<file path="src/rtl/sercmd_pkg.sv">
package sercmd_pkg;

    localparam int OP_W     = 4;
    localparam int DATA_W   = 12;
    localparam int WORD_W   = OP_W + DATA_W;
    localparam int UNLOCK_W = 8;

    localparam int IDX_CS   = 0;
    localparam int IDX_SCLK = 1;
    localparam int IDX_DIO  = 2;
    localparam int N_LINES  = 3;

    localparam logic [UNLOCK_W-1:0] UNLOCK_PAT  = 8'hA8;
    localparam logic [UNLOCK_W-1:0] UNLOCK_MASK = 8'hFD;

    localparam logic [OP_W-1:0] OP_NOP   = 4'h0;
    localparam logic [OP_W-1:0] OP_ERASE = 4'h1;
    localparam logic [OP_W-1:0] OP_WRBIT = 4'h2;
    localparam logic [OP_W-1:0] OP_RDBIT = 4'h3;
    localparam logic [OP_W-1:0] OP_RDALL = 4'h4;

    typedef enum logic [1:0] {
        ST_IDLE,
        ST_HUNT,
        ST_LOCK,
        ST_REJECT
    } rx_state_t;

    typedef struct packed {
        logic [OP_W-1:0]   op;
        logic [DATA_W-1:0] data;
    } cmd_word_t;

    function automatic logic unlock_ok(input logic [UNLOCK_W-1:0] b);
        return (b & UNLOCK_MASK) == UNLOCK_PAT;
    endfunction

    function automatic logic is_read_op(input logic [OP_W-1:0] op);
        return (op == OP_RDBIT) || (op == OP_RDALL);
    endfunction

endpackage

</file>
<file path="src/rtl/sercmd_sync.sv">
module sercmd_sync #(
    parameter int W      = 3,
    parameter int STAGES = 2
) (
    input  logic         clk,
    input  logic         rst,
    input  logic [W-1:0] async_in,
    output logic [W-1:0] sync_out
);
    logic [W-1:0] chain [STAGES];

    generate
        for (genvar g = 0; g < STAGES; g++) begin : g_stage
            if (g == 0) begin : g_first
                always_ff @(posedge clk) begin
                    if (rst) chain[g] <= '0;
                    else     chain[g] <= async_in;
                end
            end else begin : g_next
                always_ff @(posedge clk) begin
                    if (rst) chain[g] <= '0;
                    else     chain[g] <= chain[g-1];
                end
            end
        end
    endgenerate

    assign sync_out = chain[STAGES-1];
endmodule

</file>
<file path="src/rtl/sercmd_deser.sv">
module sercmd_deser
    import sercmd_pkg::*;
(
    input  logic      clk,
    input  logic      rst,
    input  logic      cs_level,
    input  logic      cs_rise,
    input  logic      bit_strobe,
    input  logic      bit_val,
    output logic      word_valid,
    output cmd_word_t word,
    output logic      comm_start,
    output logic      u_flag,
    output logic      comm_end,
    output logic      dio_drive
);
    localparam int CNT_W = $clog2(WORD_W);

    rx_state_t         state;
    logic [CNT_W-1:0]  cnt;
    logic [WORD_W-1:0] sh;
    logic [WORD_W-1:0] nxt;

    assign nxt = {sh[WORD_W-2:0], bit_val};

    always_ff @(posedge clk) begin
        if (rst) begin
            state      <= ST_IDLE;
            cnt        <= '0;
            sh         <= '0;
            word_valid <= 1'b0;
            word       <= '0;
            comm_start <= 1'b0;
            u_flag     <= 1'b0;
            comm_end   <= 1'b0;
            dio_drive  <= 1'b0;
        end else begin
            word_valid <= 1'b0;
            comm_start <= 1'b0;
            comm_end   <= 1'b0;
            if (!cs_level) begin
                comm_end  <= (state == ST_LOCK);
                state     <= ST_IDLE;
                cnt       <= '0;
                dio_drive <= 1'b0;
            end else if (cs_rise) begin
                state <= ST_HUNT;
                cnt   <= '0;
            end else if (bit_strobe) begin
                case (state)
                    ST_HUNT: begin
                        sh <= nxt;
                        if (cnt == CNT_W'(UNLOCK_W - 1)) begin
                            cnt <= '0;
                            if (unlock_ok(nxt[UNLOCK_W-1:0])) begin
                                state      <= ST_LOCK;
                                comm_start <= 1'b1;
                                u_flag     <= nxt[1];
                            end else begin
                                state <= ST_REJECT;
                            end
                        end else begin
                            cnt <= cnt + 1'b1;
                        end
                    end
                    ST_LOCK: begin
                        sh <= nxt;
                        if (cnt == CNT_W'(WORD_W - 1)) begin
                            cnt        <= '0;
                            word_valid <= 1'b1;
                            word       <= cmd_word_t'(nxt);
                            if (is_read_op(nxt[WORD_W-1 -: OP_W])) dio_drive <= 1'b1;
                        end else begin
                            cnt <= cnt + 1'b1;
                        end
                    end
                    default: ;
                endcase
            end
        end
    end

    a_r3_valid_single: assert property (@(posedge clk) disable iff (rst)
        word_valid |=> !word_valid);
    a_r2_reject_silent: assert property (@(posedge clk) disable iff (rst)
        (state == ST_REJECT) |-> !word_valid);
    a_r9_quiet_deselected: assert property (@(posedge clk) disable iff (rst)
        !cs_level |=> (!word_valid && !comm_start));
    a_r1_start_pulse: assert property (@(posedge clk) disable iff (rst)
        comm_start |=> !comm_start);
endmodule

</file>
<file path="src/rtl/sercmd_reload.sv">
module sercmd_reload (
    input  logic clk,
    input  logic rst,
    input  logic cs_rise,
    input  logic unlock_seen,
    input  logic u_flag,
    output logic reload_strobe
);
    logic pwr_pending;
    logic reload_next;

    always_ff @(posedge clk) begin
        if (rst) begin
            pwr_pending   <= 1'b1;
            reload_next   <= 1'b1;
            reload_strobe <= 1'b0;
        end else begin
            pwr_pending   <= 1'b0;
            reload_strobe <= pwr_pending | (cs_rise & reload_next);
            if (unlock_seen) reload_next <= ~u_flag;
        end
    end

    a_r5_reload_single: assert property (@(posedge clk) disable iff (rst)
        reload_strobe |=> !reload_strobe);
endmodule

</file>
<file path="src/rtl/sercmd_rx.sv">
module sercmd_rx
    import sercmd_pkg::*;
#(
    parameter int SYNC_STAGES = 2
) (
    input  logic              clk,
    input  logic              rst,
    input  logic              cs_sel,
    input  logic              sclk,
    input  logic              dio_in,
    output logic              word_valid,
    output logic [OP_W-1:0]   word_op,
    output logic [DATA_W-1:0] word_data,
    output logic              reload_strobe,
    output logic              comm_start,
    output logic              comm_end,
    output logic              dio_drive,
    output logic              out_en
);
    logic [N_LINES-1:0] raw;
    logic [N_LINES-1:0] lvl;
    logic               cs_prev;
    logic               sclk_prev;
    logic               cs_rise;
    logic               sclk_rise;
    logic               u_flag;
    cmd_word_t          word;

    always_comb begin
        raw           = '0;
        raw[IDX_CS]   = cs_sel;
        raw[IDX_SCLK] = sclk;
        raw[IDX_DIO]  = dio_in;
    end

    sercmd_sync #(.W(N_LINES), .STAGES(SYNC_STAGES)) u_sync (
        .clk(clk), .rst(rst), .async_in(raw), .sync_out(lvl)
    );

    always_ff @(posedge clk) begin
        if (rst) begin
            cs_prev   <= 1'b0;
            sclk_prev <= 1'b0;
        end else begin
            cs_prev   <= lvl[IDX_CS];
            sclk_prev <= lvl[IDX_SCLK];
        end
    end

    assign cs_rise   = lvl[IDX_CS] & ~cs_prev;
    assign sclk_rise = lvl[IDX_SCLK] & ~sclk_prev;

    sercmd_deser u_deser (
        .clk(clk), .rst(rst),
        .cs_level(lvl[IDX_CS]), .cs_rise(cs_rise),
        .bit_strobe(sclk_rise), .bit_val(lvl[IDX_DIO]),
        .word_valid(word_valid), .word(word),
        .comm_start(comm_start), .u_flag(u_flag),
        .comm_end(comm_end), .dio_drive(dio_drive)
    );

    sercmd_reload u_reload (
        .clk(clk), .rst(rst), .cs_rise(cs_rise),
        .unlock_seen(comm_start), .u_flag(u_flag),
        .reload_strobe(reload_strobe)
    );

    assign word_op   = word.op;
    assign word_data = word.data;
    assign out_en    = lvl[IDX_CS];

    a_r8_drive_needs_cs: assert property (@(posedge clk) disable iff (rst)
        dio_drive |-> (out_en || $past(out_en)));
    a_r7_end_after_drop: assert property (@(posedge clk) disable iff (rst)
        comm_end |-> !out_en);
endmodule

</file>
<file path="config.mk">
export PLATFORM = sky130hd
export DESIGN_NAME = sercmd_rx
export DESIGN_NICKNAME = d
export VERILOG_FILES = /design/src/rtl/sercmd_pkg.sv /design/src/rtl/sercmd_sync.sv /design/src/rtl/sercmd_deser.sv /design/src/rtl/sercmd_reload.sv /design/src/rtl/sercmd_rx.sv
export SDC_FILE = /design/constraint.sdc
export NUM_CORES = 1
export LEC_CHECK = 0
export ABC_AREA = 1
export BUFFER_PORTS_ARGS = -buffer_cell sky130_fd_sc_hd__buf_4
export CAP_MARGIN = 10
export CORE_UTILIZATION = 47
export CTS_CLUSTER_DIAMETER = 80
export DETAILED_ROUTE_END_ITERATION = 6
export PLACE_DENSITY = 0.77
export SLEW_MARGIN = 10
export SYNTH_ARGS = -nofsm -noshare
export SYNTH_HDL_FRONTEND = slang
export SYNTH_SLANG_ARGS = --single-unit
</file>
<file path="constraint.sdc">
create_clock -name clk -period 1.9 [get_ports clk]
set_input_delay 0.095 -clock clk [delete_from_list [all_inputs] [get_ports clk]]
set_output_delay 0.095 -clock clk [all_outputs]
set_load 0.02 [all_outputs]
</file>
After elaboration in Yosys (flattened, before gate mapping)
Memory sizes are Yosys's and may differ from the RTL's.
Cells that the tools add are included.
{"block": "word_totals", "mem_count": 1, "output_inout_bits": 22, "ram_bits": 6, "regBits": 47, "wordCells": 73, "input_bits": 5}
{"memory": "u_sync.chain", "words": 2, "word_bits": 3, "rd": 2, "rd_ports_with_merged_regs": 0, "wr": 2, "line": "sercmd_sync.sv:10", "source": "logic [W-1:0] chain [STAGES];"}
{"block": "op_classes", "bitwise": 15, "mux": 15, "add_sub_neg": 1, "reduce_logical": 18, "eq_ne": 7}
{"cell": "1-bit 2-to-1 mux", "count": 10}
{"cell": "5-bit AND reduction", "count": 2}
{"cell": "1-bit NOT", "count": 9}
{"cell": "4-bit by 3-bit equality test with 1-bit output (second input constant)", "count": 2}
{"cell": "4-bit 2-to-1 mux", "count": 2}
{"cell": "4-bit case mux with 2 select lines", "count": 1}
{"cell": "2-bit nonzero test", "count": 4}
{"cell": "7-bit equality test (second input constant)", "count": 1}
{"cell": "3-bit 2-to-1 mux", "count": 2}
{"cell": "3-bit AND reduction", "count": 2}
{"cell": "6-bit AND reduction", "count": 1}
{"cell": "2-bit OR reduction", "count": 3}
{"cell": "6-bit OR reduction", "count": 1}
{"cell": "5-bit OR reduction", "count": 1}
{"cell": "4-bit by 1-bit adder with 4-bit output (second input constant)", "count": 1}
{"cell": "4-bit by 2-bit equality test with 1-bit output (second input constant)", "count": 1}
{"cell": "4-bit equality test (second input constant)", "count": 1}
{"cell": "4-bit AND reduction", "count": 1}
{"cell": "1-bit AND", "count": 3}
{"cell": "1-bit OR", "count": 3}
{"cell": "3-bit OR reduction", "count": 1}
{"cell": "2-bit by 1-bit equality test with 1-bit output (second input constant)", "count": 1}
{"cell": "2-bit equality test (second input constant)", "count": 1}
{"cell": "2-bit AND reduction", "count": 1}
{"cell": "1-bit logical OR", "count": 1}

Depth between registers and ports, before layout
Gate-level depths: netlist of run 1.
An unclocked memory read counts as a cell.
{"block": "depth", "depth_word": 7, "ltp_mapped": 10, "ltp_nobuf": 9}

Modules after synthesis
From an unflattened synthesis of run 1, not the netlist that was laid out.
{"block": "hier_totals", "hier_cells": 248, "area_unflattened_um2": 1991.9}
{"module": "sercmd_deser", "seq_area_each_um2": 840.8, "cells_each": 210, "area_per_inst_um2": 1664.1, "instances": 1}
{"module": "sercmd_sync", "seq_area_each_um2": 120.1, "cells_each": 18, "area_per_inst_um2": 165.2, "instances": 1}
{"module": "sercmd_reload", "seq_area_each_um2": 60.1, "cells_each": 12, "area_per_inst_um2": 100.1, "instances": 1}
{"module": "sercmd_rx", "seq_area_each_um2": 40.0, "cells_each": 8, "area_per_inst_um2": 62.6, "instances": 1}

Worst setup path after synthesis of run 1
Ideal clock, no wire load.
{"block": "synth_timing", "path_kind": "register to register", "from": "memory u_sync.chain[1][0]", "to": "register u_deser.word[10] (netlist name)", "path_buffers": 1, "path_slack_ps": 546, "setup_time_ps": 114, "required_time_ps": 1786, "stages_incl_launch_ff": 7, "t_arrival_ps": 1241, "synth_period_minus_slack_ps": 1354, "cell_sequence": "dfxtp_1 -> nand4_4 -> nor2_8 -> inv_6 -> buf_12 -> nor2_4 -> nor2_2"}
{"element": "start, declared", "line": "sercmd_sync.sv:10"}

Worst setup path in the final report of run 1
{"block": "layout_timing", "from": "register u_deser.cnt[0]", "to": "register u_deser.word[11] (netlist name)"}
{"block": "layout_via", "elab_chain_len": 2}
{"element": "start, declared", "line": "sercmd_deser.sv:20", "source": "logic [CNT_W-1:0] cnt;"}
{"element": "start signal, assigned", "line": "sercmd_deser.sv:63", "source": "cnt <= cnt + 1'b1;"}
{"element": "start signal, assigned", "line": "sercmd_deser.sv:74", "source": "cnt <= cnt + 1'b1;"}
{"element": "4-bit equality test", "line": "sercmd_deser.sv:68", "source": "if (cnt == CNT_W'(WORD_W - 1)) begin"}
{"element": "5-bit AND reduction (no source line)"}
No other way between the ends.
A chain may end at the register's enable or synchronous reset.

==> results of run 1 <==
[timing repair]
item | CTS | global route
hold buffers | 2 | 0
resized for setup | 0 | 0
endpoints found under the hold margin | 2 | 0
[cells in the final DEF (no fill, tap or decap), drive strengths merged]
master       count
xor2             1
clkbuf           5
nand2           23
nand3            7
inv             35
nor4             1
ha               3
buf             28
nor3             3
a21oi           13
clkinv           1
dfxtp           53
nor2            76
o21ai           32
dlygate4sd3      2
nand4            2
o21a             1
[per-layer routing]
layer	up-vias	routed length, µm	share of wire, %	global-route usage (%)
li1	862	-	-	-
met1	716	1950	53	24.8
met2	26	1530	42	28.1
met3	5	135	3.7	4.00
met4	0	52	1.4	7.81
met5	-	0	0	0
[tightest hold or removal path: cells and delay by family]
family | cells | cell delay [ns]
buffers and inverters | 2 | 0.10
AND/OR/NAND/NOR | 1 | 0.07
[sequential cells by signal, summed over array words and instances (netlist names), 2 cells and up]
register / cells
u_deser.cnt: 4
u_deser.sh: 15
u_deser.state: 2
u_deser.word: 16
u_sync.chain: 6
[cell type report]
| type | count | area (µm²) |
|---|---|---|
| Tap cell | 50 | 62.6 |
| Inverter | 35 | 136 |
| Clock inverter | 1 | 5.00 |
| Timing Repair Buffer | 30 | 230 |
| Sequential cell | 53 | 1060 |
| Multi-Input combinational cell | 162 | 807 |
| Clock buffer | 5 | 68.8 |
| Fill cell | 388 | 1740 |
[metrics by stage]
step	utilization (%)	cells	worst slack, ns	area [µm²]
floorplan	-	258	0.546	2080
global placement	55.3	328	0.414	2280
detailed placement	55.3	328	0.305	2280
CTS	57.6	336	0.285	2370
global route	57.6	336	0.139	2370
finish	57.6	336	0.251	2370
[kinds of logic after synthesis]
kind of cell / Yosys count
AO/OA/AOI/OAI: 46
flip-flops: 53
adder cells (fa/ha/maj): 3
buffers and inverters: 43
XOR/XNOR: 1
AND/OR/NAND/NOR: 112
[where the power goes]
group	internal (µW)	switching (µW)	leakage (µW)
combinational	19.1	28.6	0.000685
clock	243	332	0.0000399
sequential	1120	5.64	0.000429
[worst paths after layout]
path,start,endpoint,depth (start not counted)
setup reg to reg,u_deser.cnt[0]$_SDFFE_PP0P_,u_deser.word[11]$_SDFFE_PP0P_,8
setup / recovery,u_deser.cnt[0]$_SDFFE_PP0P_,u_deser.word[11]$_SDFFE_PP0P_,8
hold reg to reg,u_sync.chain[0][0]$_SDFF_PP0_,u_sync.chain[1][0]$_SDFF_PP0_,2
hold / removal,cs_sel,u_sync.chain[0][0]$_SDFF_PP0_,3
==> qor.yml, run 1 <==
logic_synthesis:
  ys_seq_elements: 53
  synthesis.nets: 266
  yosys.area_share.simple_pct: 25.2
  seq_area_frac_synth_pct: 51.1
  async_flop_share_pct: 0
  synth_flop_cell: "dfxtp_1"
  synth.largest_area_cell: "dfxtp_1"
  synthTopCellsByCount: "nor2_1, dfxtp_1, inv_1"
  synthAdderAreaFrac_pct: 1.81
  syn-cell-area_um2: 2080
  synth_top_family_by_area: "simple AND/OR/NAND/NOR gates"
  avgSynthCellArea_um2: 8.05
  post-synth-top-count-cell: "nor2_1"
  ys_types: 27
  yosys.area.top_type_share_pct: 51.1
  synth-xor-area-share_pct: 0.422
  synth_edf_count: 0
  yosys_warnings: 0
  synthMuxAreaShare_pct: 0
  synth_area_leaders: "dfxtp_1, nor2_1, inv_1"
  synth_compound_area_share_pct: 11.4
  syn_inst: 258
critical_path:
  worstSetupPathType: "reg2reg"
  cpMostUsedCell: "nor2_1"
  cp_cell_sequence: "ha_1 -> nand2_1 -> nor2_1 -> inv_2 -> nor2_8 -> inv_6 -> nor2_1 -> nor2_1"
  end_kind: "register"
  cp_slowest_cell: "dfxtp_1"
  cp-start-kind: "register"
  crit_fanout: 17
  ff2ff_setup_slack_ns: 0.25
  required_ns: 2.09
  slowest_delay_ns: 0.38
  cp_num_buf_inv: 2
  cp_top_family: "simple AND/OR/NAND/NOR gates"
  cp_data_arrival_time_ns: 1.84
hold_path:
  min_path_type: "in2reg"
routing:
  drt_first_pass_iters: 4
  ant_nets: 0
  drt_wl_total_mm: 3.67
  drt_iter0_markers: 81
  drc_errors: 0
  avgViaCountPerCell: 4.79
  post_drt_wl_per_cell_um: 10.9
  vias: 1609
cts:
  cts_max_path_buffers: 2
  postCtsSetupBuffers: 0
  cts-root-buf: "clkbuf_8"
  cts_buffers: 5
  insertion_delay_ns: 0.30
  cts_htree_levels: 2
  cts_tree: "done"
  clk_pin_slew_ns: 0.09
  cts.sinks: 53
sta:
  fmax_mhz: 607
  holdWs_ns: 0.0108
  tns_ns: 0
  finalCriticalPeriod_ns: 1.65
  finalHoldViolCount: 0
  rsz0062_at_grt: "no"
  worst_pin_slew_ns: 0.347
  final-max-slew-violation-count: 0
  finalSetupViolations: 0
  final.setup_skew_ns: 0.00627
  fin_crit_sh_pct: 86.8
  slew_headroom_pct: 76.8
layout:
  drive_gt1_share_pct: 18.5
  area_growth_pct: 14.2
  nets: 295
  antenna_cells: 0
global_route:
  grt_pass1_wl_mm: 6.34
  grt_pass1_vias: 1466
  grt_max_degree: 32
  overflow: 0
  antenna_found_initial: 0
  grt_use_total_pct: 18.4
placed_design:
  port-buffer-count: 26
  dp_hpwl_mm: 2.52
  globalplace.congestion: 0.818
flow_run:
  cap_violations: 0
floorplanning:
  fp.dieArea_um2: 4690
  coreArea_um2: 4120
  std_cell_rows: 23
  dieWidth_um: 68.5
  die_y_um: 68.5
  start_util_pct: 50.5
  ios: 27
status:
  status: "finished clean"
pwr:
  total_power_uw: 1750
  pwr_density_cell_nw_per_um2: 737
  peakVddDrop_mv: 0.435
  p_leak_uw: 0.00115
Note: power is estimated with default switching activity, not from simulation.
==> inputs of run 2 (changes only) <==
Settings changed: CORE_ASPECT_RATIO set to 0.5.
==> qor.yml, run 2 (synthesized netlist as in run 1, its figures left out) <==
status:
  status: "finished clean"
critical_path:
  r2r-end: "u_deser.word[12]$_SDFFE_PP0P_"
  cp_data_arrival_time_ns: 1.79  # -0.05 ns
  cp-start-kind: "register"
  rr_worst_depth: 8  # unchanged
  crit_fanout: 17  # unchanged
  ff2ff_setup_slack_ns: 0.31  # +0.06 ns
  required_ns: 2.10  # about the same
  worstSetupPathType: "reg2reg"
  end_kind: "register"
  r2r_start: "u_deser.cnt[0]$_SDFFE_PP0P_"
sta:
  finalHoldViolCount: 0  # unchanged
  worst_pin_slew_ns: 0.297  # -0.0501 ns
  final-max-slew-violation-count: 0  # unchanged
  final.setup_skew_ns: 0.00764  # +0.00137 ns
  holdWs_ns: 0.0131  # +0.00223 ns
  rsz0062_at_grt: "no"
  tns_ns: 0  # unchanged
  fin_crit_sh_pct: 83.7  # -3.1 points
  finalSetupViolations: 0  # unchanged
  fmax_mhz: 629  # +3.7%
  finalCriticalPeriod_ns: 1.59  # -0.0584 ns
  slew_headroom_pct: 80.2  # +3.3 points
flow_run:
  cap_violations: 0  # unchanged
cts:
  insertion_delay_ns: 0.30  # about the same
  cts_buffers: 5  # unchanged
  postCtsHoldBufs: 2  # unchanged
  clk_pin_slew_ns: 0.09  # about the same
  cts_max_path_buffers: 2  # unchanged
  cts_tree: "done"
  cts-root-buf: "clkbuf_8"
  postCtsSetupBuffers: 0  # unchanged
  cts.sinks: 53  # unchanged
  cts_htree_levels: 2  # unchanged
  cts_resized: 0  # unchanged
layout:
  area_growth_pct: 16.4
  layout_commonest_cell: "nor2_1"
  nets: 295  # unchanged
  drive_gt1_share_pct: 18.8  # +0.22 points
  fill_cells: 346  # -11%
  top_register: "u_deser.word"
  fin_util_pct: 59.5  # +1.9 points
  reg_top3: "u_deser.word (16), u_deser.sh (15), u_sync.chain (6)"
  antenna_cells: 0  # unchanged
  largest_reg_flops: 16  # unchanged
  layout_common_cells: "nor2_1, dfxtp_1, inv_1"
routing:
  drt_iter0_markers: 47  # -42%
  drc_errors: 0  # unchanged
  avgViaCountPerCell: 4.84  # +1.1%
  drt_first_pass_iters: 4  # unchanged
  ant_nets: 0  # unchanged
  post_drt_wl_per_cell_um: 11.3  # +3.5%
  drt_wl_total_mm: 3.86  # +5.3%
  vias: 1656  # +2.9%
global_route:
  grt_pass1_vias: 1509  # +2.9%
  overflow: 0  # unchanged
  grt_max_degree: 32  # unchanged
  grt_pass1_wl_mm: 6.49  # +2.3%
  grt_use_total_pct: 17.8  # -0.63 points
  antenna_found_initial: 0  # unchanged
hold_path:
  hold_path_depth: 1  # -2
  min_path_type: "in2reg"
  holdPathEnd: "u_reload.pwr_pending$_DFF_P_"
  hp-start: "rst"
floorplanning:
  std_cell_rows: 16  # -30%
  fp.dieArea_um2: 4700  # +0.34%
  ios: 27  # unchanged
  dieWidth_um: 96.0  # +40%
  start_util_pct: 51.1  # +0.64 points
  die_y_um: 49.0  # -28%
  coreArea_um2: 4060  # -1.2%
pwr:
  peakVddDrop_mv: 0.449  # +3.1%
  p_leak_uw: 0.00117  # +1.6%
  pwr_density_cell_nw_per_um2: 808  # +9.6%
placed_design:
  globalplace.congestion: 0.780  # -4.7%
  dp_hpwl_mm: 2.67  # +6.0%
  port-buffer-count: 26  # unchanged
## run 2: cell type report
| type | instances | area (µm²) | share of cell area, % |
|---|---|---|---|
| Tap cell | 54 | 67.6 | 2.79 |
| Inverter | 35 | 136 | 5.64 |
| Multi-Input combinational cell | 162 | 807 | 33.4 |
| Timing Repair Buffer | 30 | 230 | 9.52 |
| Sequential cell | 53 | 1060 | 43.9 |
| Clock buffer | 7 | 86.3 | 3.57 |
| Clock inverter | 1 | 30.0 | 1.24 |
## run 2: worst max-delay path: stages (launching register included)
cell and delay [ns]:
dfxtp_1 0.38, ha_1 0.19, nand2_1 0.10, nor2_1 0.16, inv_2 0.08, nor2_8 0.25, inv_6 0.14, nor2_1 0.13
nor2_1 0.06
## run 2: how the worst max path moves through the flow
stage	startpoint	end	slack (ns)	depth (start not counted)
after floorplan	u_sync.chain[1][0]$_SDFF_PP0_	u_deser.word[10]$_SDFFE_PP0P_	0.55	6
after global placement	u_deser.cnt[0]$_SDFFE_PP0P_	u_deser.word[11]$_SDFFE_PP0P_	0.42	8
after detailed placement	u_deser.state[0]$_SDFFE_PP0P_	u_deser.sh[1]$_SDFFE_PP0P_	0.36	6
after CTS	u_deser.cnt[0]$_SDFFE_PP0P_	u_deser.word[12]$_SDFFE_PP0P_	0.30	8
after global routing	u_deser.cnt[0]$_SDFFE_PP0P_	u_deser.word[11]$_SDFFE_PP0P_	0.18	8
final	u_deser.cnt[0]$_SDFFE_PP0P_	u_deser.word[12]$_SDFFE_PP0P_	0.31	8
## run 2: report_power, final
group | internal, µW | switching [µW]
registers | 1120 | 5.97
clock network | 430 | 352
logic | 19.1 | 28.3
## run 2: routing by layer
layer,part of all wire [%],global-route usage (%),wire (µm)
met2,47,30.3,1800
met3,4.0,4.21,154
met5,0,0,0
met1,49,22.7,1870
met4,0.75,4.48,29
## run 2: stage by stage
step | setup WS [ns] | instances | area (µm²) | power (µW)
after global placement | 0.422 | 332 | 2280 | 1190
after floorplan | 0.546 | 258 | 2080 | 1180
after detailed placement | 0.362 | 332 | 2280 | 1200
after global routing | 0.180 | 342 | 2420 | 2020
after CTS | 0.297 | 342 | 2420 | 1970
final | 0.310 | 342 | 2420 | 1950
